## src/rtl/irq_pend_pkg.sv

```systemverilog
package irq_pend_pkg;
  // Classification of the bus cycle seen in a clock
  typedef enum logic [1:0] {
    CYC_IDLE,
    CYC_ADDR_WR,
    CYC_ADDR_OTHER,
    CYC_DATA
  } cyc_kind_e;
endpackage

```

## src/rtl/irq_bus_decode.sv

```systemverilog
module irq_bus_decode
  import irq_pend_pkg::*;
#(
  parameter int DATA_W    = 32,
  parameter int SEL_LSB   = 4,
  parameter int SEL_W     = 3,
  parameter int SEL_MATCH = 0,
  parameter int EN_LSB    = 16,
  parameter int VAL_LSB   = 0,
  parameter int REG_W     = 7
) (
  input  logic              clk,
  input  logic              rst,
  input  logic              bus_valid,
  input  logic              bus_is_addr,
  input  logic              bus_wr,
  input  logic [DATA_W-1:0] bus_data,
  output logic              upd,
  output logic [REG_W-1:0]  upd_en,
  output logic [REG_W-1:0]  upd_val
);
  localparam logic [SEL_W-1:0] SEL_CODE = SEL_W'(SEL_MATCH);

  cyc_kind_e kind;
  logic      armed_q;
  logic      sel_hit;
  logic      unused_bits;

  assign sel_hit     = (bus_data[SEL_LSB +: SEL_W] == SEL_CODE);
  assign unused_bits = ^bus_data;

  always_comb begin
    if (!bus_valid)       kind = CYC_IDLE;
    else if (!bus_is_addr) kind = CYC_DATA;
    else if (bus_wr)      kind = CYC_ADDR_WR;
    else                  kind = CYC_ADDR_OTHER;
  end

  // Armed from a selecting write address until the next valid cycle
  always_ff @(posedge clk) begin
    if (rst) begin
      armed_q <= 1'b0;
    end else begin
      case (kind)
        CYC_ADDR_WR:    armed_q <= sel_hit;
        CYC_ADDR_OTHER: armed_q <= 1'b0;
        CYC_DATA:       armed_q <= 1'b0;
        default:        armed_q <= armed_q;
      endcase
    end
  end

  assign upd     = (kind == CYC_DATA) && armed_q;
  assign upd_en  = bus_data[EN_LSB +: REG_W];
  assign upd_val = bus_data[VAL_LSB +: REG_W];

  AST_ONE_UPD_PER_ADDR: assert property (@(posedge clk) disable iff (rst)
    upd |=> !upd);
endmodule

```

## src/rtl/irq_store_bank.sv

```systemverilog
module irq_store_bank #(
  parameter int REG_W = 7,
  parameter int SW_W  = 2
) (
  input  logic             clk,
  input  logic             rst,
  input  logic             upd,
  input  logic [REG_W-1:0] upd_en,
  input  logic [REG_W-1:0] upd_val,
  input  logic             sw_we,
  input  logic [SW_W-1:0]  sw_val,
  output logic [REG_W-1:0] stored_q,
  output logic [SW_W-1:0]  sw_q
);
  always_ff @(posedge clk) begin
    if (rst) begin
      stored_q <= '0;
    end else if (upd) begin
      stored_q <= (stored_q & ~upd_en) | (upd_val & upd_en);
    end
  end

  always_ff @(posedge clk) begin
    if (rst)        sw_q <= '0;
    else if (sw_we) sw_q <= sw_val;
  end

  AST_RST_CLEARS: assert property (@(posedge clk)
    rst |=> (stored_q == '0 && sw_q == '0));
  AST_ENABLED_LOAD: assert property (@(posedge clk) disable iff (rst)
    upd |=> (((stored_q ^ $past(upd_val)) & $past(upd_en)) == '0));
  AST_UNENABLED_HOLD: assert property (@(posedge clk) disable iff (rst)
    1'b1 |=> (((stored_q ^ $past(stored_q)) & ~($past(upd_en) & {REG_W{$past(upd)}})) == '0));
  AST_SW_LOAD: assert property (@(posedge clk) disable iff (rst)
    sw_we |=> (sw_q == $past(sw_val)));
endmodule

```

## src/rtl/irq_pin_merge.sv

```systemverilog
module irq_pin_merge #(
  parameter int HW_W  = 6,
  parameter int REG_W = HW_W + 1
) (
  input  logic             clk,
  input  logic             rst,
  input  logic [REG_W-1:0] stored_q,
  input  logic [HW_W-1:0]  int_n,
  input  logic             nmi_n,
  output logic [HW_W-1:0]  hw_pend,
  output logic             nmi_pend
);
  always_ff @(posedge clk) begin
    if (rst) begin
      hw_pend  <= '0;
      nmi_pend <= 1'b0;
    end else begin
      hw_pend  <= stored_q[HW_W-1:0] | ~int_n;
      nmi_pend <= stored_q[HW_W] | ~nmi_n;
    end
  end

  AST_PIN_REACHES_PEND: assert property (@(posedge clk) disable iff (rst)
    1'b1 |=> ((hw_pend & $past(~int_n)) == $past(~int_n)));
  AST_NMI_REACHES_PEND: assert property (@(posedge clk) disable iff (rst)
    !nmi_n |=> nmi_pend);
endmodule

```

## src/rtl/irq_pend_reg.sv

```systemverilog
module irq_pend_reg #(
  parameter int DATA_W    = 32,
  parameter int HW_W      = 6,
  parameter int SW_W      = 2,
  parameter int SEL_LSB   = 4,
  parameter int SEL_W     = 3,
  parameter int SEL_MATCH = 0,
  parameter int EN_LSB    = 16,
  parameter int VAL_LSB   = 0
) (
  input  logic              clk,
  input  logic              rst,
  input  logic              bus_valid,
  input  logic              bus_is_addr,
  input  logic              bus_wr,
  input  logic [DATA_W-1:0] bus_data,
  input  logic [HW_W-1:0]   int_n,
  input  logic              nmi_n,
  input  logic              sw_we,
  input  logic [SW_W-1:0]   sw_val,
  output logic [HW_W-1:0]   hw_pend,
  output logic              nmi_pend,
  output logic [SW_W-1:0]   sw_pend
);
  localparam int REG_W = HW_W + 1;

  logic             upd;
  logic [REG_W-1:0] upd_en;
  logic [REG_W-1:0] upd_val;
  logic [REG_W-1:0] stored_q;

  irq_bus_decode #(
    .DATA_W(DATA_W), .SEL_LSB(SEL_LSB), .SEL_W(SEL_W), .SEL_MATCH(SEL_MATCH),
    .EN_LSB(EN_LSB), .VAL_LSB(VAL_LSB), .REG_W(REG_W)
  ) u_decode (
    .clk(clk), .rst(rst), .bus_valid(bus_valid), .bus_is_addr(bus_is_addr),
    .bus_wr(bus_wr), .bus_data(bus_data),
    .upd(upd), .upd_en(upd_en), .upd_val(upd_val)
  );

  irq_store_bank #(.REG_W(REG_W), .SW_W(SW_W)) u_bank (
    .clk(clk), .rst(rst), .upd(upd), .upd_en(upd_en), .upd_val(upd_val),
    .sw_we(sw_we), .sw_val(sw_val), .stored_q(stored_q), .sw_q(sw_pend)
  );

  irq_pin_merge #(.HW_W(HW_W), .REG_W(REG_W)) u_merge (
    .clk(clk), .rst(rst), .stored_q(stored_q), .int_n(int_n), .nmi_n(nmi_n),
    .hw_pend(hw_pend), .nmi_pend(nmi_pend)
  );
endmodule

```

## config.mk

```make
export PLATFORM = sky130hd
export DESIGN_NAME = irq_pend_reg
export DESIGN_NICKNAME = d
export VERILOG_FILES = /design/src/rtl/irq_pend_pkg.sv /design/src/rtl/irq_bus_decode.sv /design/src/rtl/irq_store_bank.sv /design/src/rtl/irq_pin_merge.sv /design/src/rtl/irq_pend_reg.sv
export SDC_FILE = /design/constraint.sdc
export NUM_CORES = 1
export LEC_CHECK = 0
export BUFFER_PORTS_ARGS = -buffer_cell sky130_fd_sc_hd__buf_2
export CAP_MARGIN = 5
export CORE_MARGIN = 2
export CORE_UTILIZATION = 37
export DETAILED_ROUTE_END_ITERATION = 6
export PLACE_DENSITY = 0.76
export SETUP_SLACK_MARGIN = 0.3
export SLEW_MARGIN = 10
export SYNTH_ARGS = -nofsm -noshare
export SYNTH_HDL_FRONTEND = slang
export SYNTH_SLANG_ARGS = --single-unit
```

## constraint.sdc

```tcl
create_clock -name clk -period 1.4 [get_ports clk]
set_clock_uncertainty 0.05 [all_clocks]
set_input_delay 0.14 -clock clk [delete_from_list [all_inputs] [get_ports clk]]
set_output_delay 0.14 -clock clk [all_outputs]
set_load 0.1 [all_outputs]
```

# Word level (Yosys, flattened, before mapping)
# Cells that the tools add are included.
dict set report totals {
  reg_bits 17
  wordCells 24
  inputBits 47
  out_inout_bits 9
}
dict set report op_classes {
  muxes 4
  reduce_logical 4
  eq_ne 3
  bitwise 8
}
# op n
set op_table {}
lappend op_table {{AND 7 bit} 2}
lappend op_table {{NOT 7 bit} 1}
lappend op_table {{OR 7 bit} 1}
lappend op_table {{2-to-1 mux 2 bit} 3}
lappend op_table {{NOT 6 bit} 1}
lappend op_table {{OR 6 bit} 1}
lappend op_table {{== test 2 bit (second input constant)} 2}
lappend op_table {{zero test 3 bit} 1}
lappend op_table {{== test 2 x 1 -> 1 bit (second input constant)} 1}
lappend op_table {{one-hot mux 1 bit (2 select lines)} 1}
lappend op_table {{nonzero test 2 bit} 1}
lappend op_table {{OR reduction 2 bit} 1}
lappend op_table {{logical AND 1 bit} 1}
lappend op_table {{NOT 1 bit} 1}
lappend op_table {{OR 1 bit} 1}

# Logic depth before layout (Yosys ltp)
dict set report depth {
  word_depth 6
  ltp_mapped 3
  mapped_depth_nobuf 2
}

# Hierarchy
# From an unflattened synthesis, not the netlist that was laid out.
dict set report hier_totals {
  hier_cells 78
  hier_area_um2 742.0
}
# module seq_area_each_um2 area_per_inst_um2 cells_each n_inst
set by_module_without_submodules {}
lappend by_module_without_submodules {irq_store_bank 180.2 375.4 36 1}
lappend by_module_without_submodules {irq_pin_merge 140.1 201.4 21 1}
lappend by_module_without_submodules {irq_bus_decode 20.0 165.2 21 1}

# Worst setup path before layout
# OpenSTA, ideal clock, no wires.
dict set report synth_path {
  path_kind {reg-to-reg}
  from {register, netlist name u_bank.sw_q[0]}
  to {register u_bank.sw_q[0]}
  path_slack_ns 0.110
  t_required_ns 1.283
  t_arrival_ns 1.173
  synth_period_minus_slack_ns 1.290
  stages_incl_launch_ff 3
  path_buffers 0
  setup_ns 0.067
  path_cell_list {dfxtp_1 -> mux2i_1 -> nor2_1}
}
# element line
set synth_rtl {}
lappend synth_rtl {{end signal, assigned} irq_store_bank.sv:25} ;# else if (sw_we) sw_q <= sw_val;
lappend synth_rtl {{end, declared} irq_store_bank.sv:13} ;# output logic [SW_W-1:0] sw_q

# Final worst setup path
dict set report layout_path {
  from {register u_merge.nmi_pend}
  to {output port nmi_pend}
}
# element line
set layout_rtl {}
lappend layout_rtl {{start, declared} irq_pin_merge.sv:11} ;# output logic nmi_pend
lappend layout_rtl {{start signal, assigned} irq_pin_merge.sv:19} ;# nmi_pend <= stored_q[HW_W] | ~nmi_n;
lappend layout_rtl {{end, declared} irq_pend_reg.sv:22} ;# output logic nmi_pend,
# No word-level cell between the ends.

==> run metrics <==
Post-synth EDFFs=0; critical-path maximum fanout=1; critical path type=reg -> out; All-Layer GR Usage=14.2%; post-CTS setup repair buffer count=0; largest net degree at the start of global routing=25; Max-Cap Viols=0; pre-CTS setup slack=0.308 ns; Synth Register Bits=17; Yosys top cell by area=dfxtp_1; hpwl dp=992 um; Synth top area share=48.5%; core footprint=1760 um2; Avg Cell Area, Syn=9.89 um2; top-count cell post-synth=dfxtp_1; nets@finish=165; met1 wire length=674 um; Setup TNS=0 ns; YS warnings=0; CP peak stage delay=0.31 ns; Final Hold Viols=0; synth unique cells=13; Vias/cell=4.51; DRT iter0 DRCs=4; Worst-path clk slew=0.10 ns; max frequency=943 MHz; H-tree depth=1; Ports=56; Worst-Margin Slew=0.278 ns; part of the Yosys area used for sequential elements=48.5%; Leak=0.000496 uW; DR top layer=met4; Initial Util=39.8%; Slew HR=81.6%; RSZ-0062 raised after global routing=no; Final Setup Violations=0; FFs w/ async S/R, synth=0%; Pins Over Slew Limit=0; # clock sinks=17; DR vias=640; Arrival @ worst endpoint=0.87 ns; Peak supply drop=0.525 mV; post-route ant nets=0; die height=47.6 um; global route total overflow=0; Placer Congestion=0.652; # rows=15; buffer and inverter count on the worst path=1; cell family with most CP delay=flip-flops; Crit-path slowest cell=dfxtp_1; post-synthesis cell area=702 um2; Synth Flop Type=dfxtp_1; Routed WL=1430 um; WP data required=1.21 ns; critical path capture point type=output pin; Setup WS post-layout=0.340 ns; clock buffers created by TritonCTS=3; Final Cycle Share=75.7%; clock latency on the worst-skew pair=0.29 ns; initial antenna violation count=0; routed wire length per instance=10.0 um; Syn Nets=118; met2 wire len=620 um; ant diodes=0; die width=47.6 um; Bufs on Longest Clock Path=2; Hold WC Path Type=in -> reg; Post-synth top cells=dfxtp_1 (17), nand2b_1 (14), mux2i_1 (9); die area=2260 um2; DR WL met3=97 um; synth top area cells=dfxtp_1 (48%), mux2i_1 (13%), nand2b_1 (12%); vias in the first global route=565; global-route wire length before repair=2210 um; Gate Count Post-Synth=71; CTS tree=yes; run status=completed; DR DRC count=0; fin crit period=1.06 ns; PwrDens=930 nW/um2; Initial DRT Pass Iterations=4; CTS Root Cell=clkbuf_4; element type at the critical path start=register; Layout area overhead=51.9%; CP Cell Sequence=buf_4; # port buffers=37; ratio of cells with drive above 1 in the final layout=39.3%
-- metrics by stage --
stage          utilization (%)  total power [uW]  instance area, um2  instances  hold WS [ns]
2_1_floorplan                -               653                 706         71         0.186
4_1_cts                   58.7               992                1040        142        0.0452
3_5_place_dp              52.0               713                 917        131         0.272
6_report                  60.4               991                1070        142        0.0459
5_1_grt                   60.4              1040                1070        142        0.0360
3_3_place_gp              52.0               711                 917        131         0.271
-- cell families (layout without fill, tap and decap cells) --
kind of cell / count (synthesis) / after routing / share of synthesized area [%]
and+or+nand+nor: 26 / 26 / 25.5
muxes: 9 / 9 / 12.8
buffers and inverters: 11 / 57 / 6.42
DFF: 17 / 17 / 48.5
AOI/OAI and AO/OA: 8 / 8 / 6.77
-- layout by cell type, fill, tap and decap left out, types with 2 or more instances in the layout --
| cell type | Yosys | layout |
|---|---|---|
| a21oi_1 | 7 | 7 |
| buf_2 | 0 | 28 |
| buf_4 | 1 | 3 |
| buf_6 | 0 | 8 |
| clkbuf_4 | 0 | 3 |
| dfxtp_1 | 17 | 15 |
| dfxtp_2 | 0 | 2 |
| dlygate4sd3_1 | 0 | 7 |
| inv_1 | 7 | 7 |
| mux2i_1 | 9 | 9 |
| nand2b_1 | 14 | 14 |
| nand4b_1 | 7 | 7 |
| nor2_1 | 2 | 2 |
-- area by class of cell --
| class | instances | area, um2 |
|---|---|---|
| multi-input cells | 43 | 317 |
| flip-flops and latches | 17 | 343 |
| clock buffers | 4 | 26.3 |
| repair buffers | 46 | 323 |
| well taps | 25 | 31.3 |
| inverters | 7 | 26.3 |
| fillers | 169 | 698 |
-- power breakdown --
group          leakage (uW)  internal [uW]  switching [uW]
combinational      0.000341           86.5             144
clock             0.0000150            111             145
sequential         0.000140            499            6.71
-- path summary, 6_finish.rpt --
path	start	to	slack, ns	cells after the start
worst max-delay path	u_merge.nmi_pend	nmi_pend	0.34	1
worst min-delay path	bus_data[2]	register	0.05	3
worst max register to register	u_decode.armed_q	u_decode.armed_q	0.43	2
worst min register to register	register	u_merge.nmi_pend	0.40	2
-- layer usage --
layer / track usage (%) / vias up
met5: 0 / -
met4: 8.11 / 0
met3: 3.40 / 4
met2: 21.9 / 32
met1: 18.1 / 274
li1: - / 330
-- repair_timing --
action,in CTS,in global routing
hold buffers,7,0
setup endpoints to repair,9,8
resized for setup,9,8
hold endpoints to repair,7,0
(Power assumes the default switching activity.)
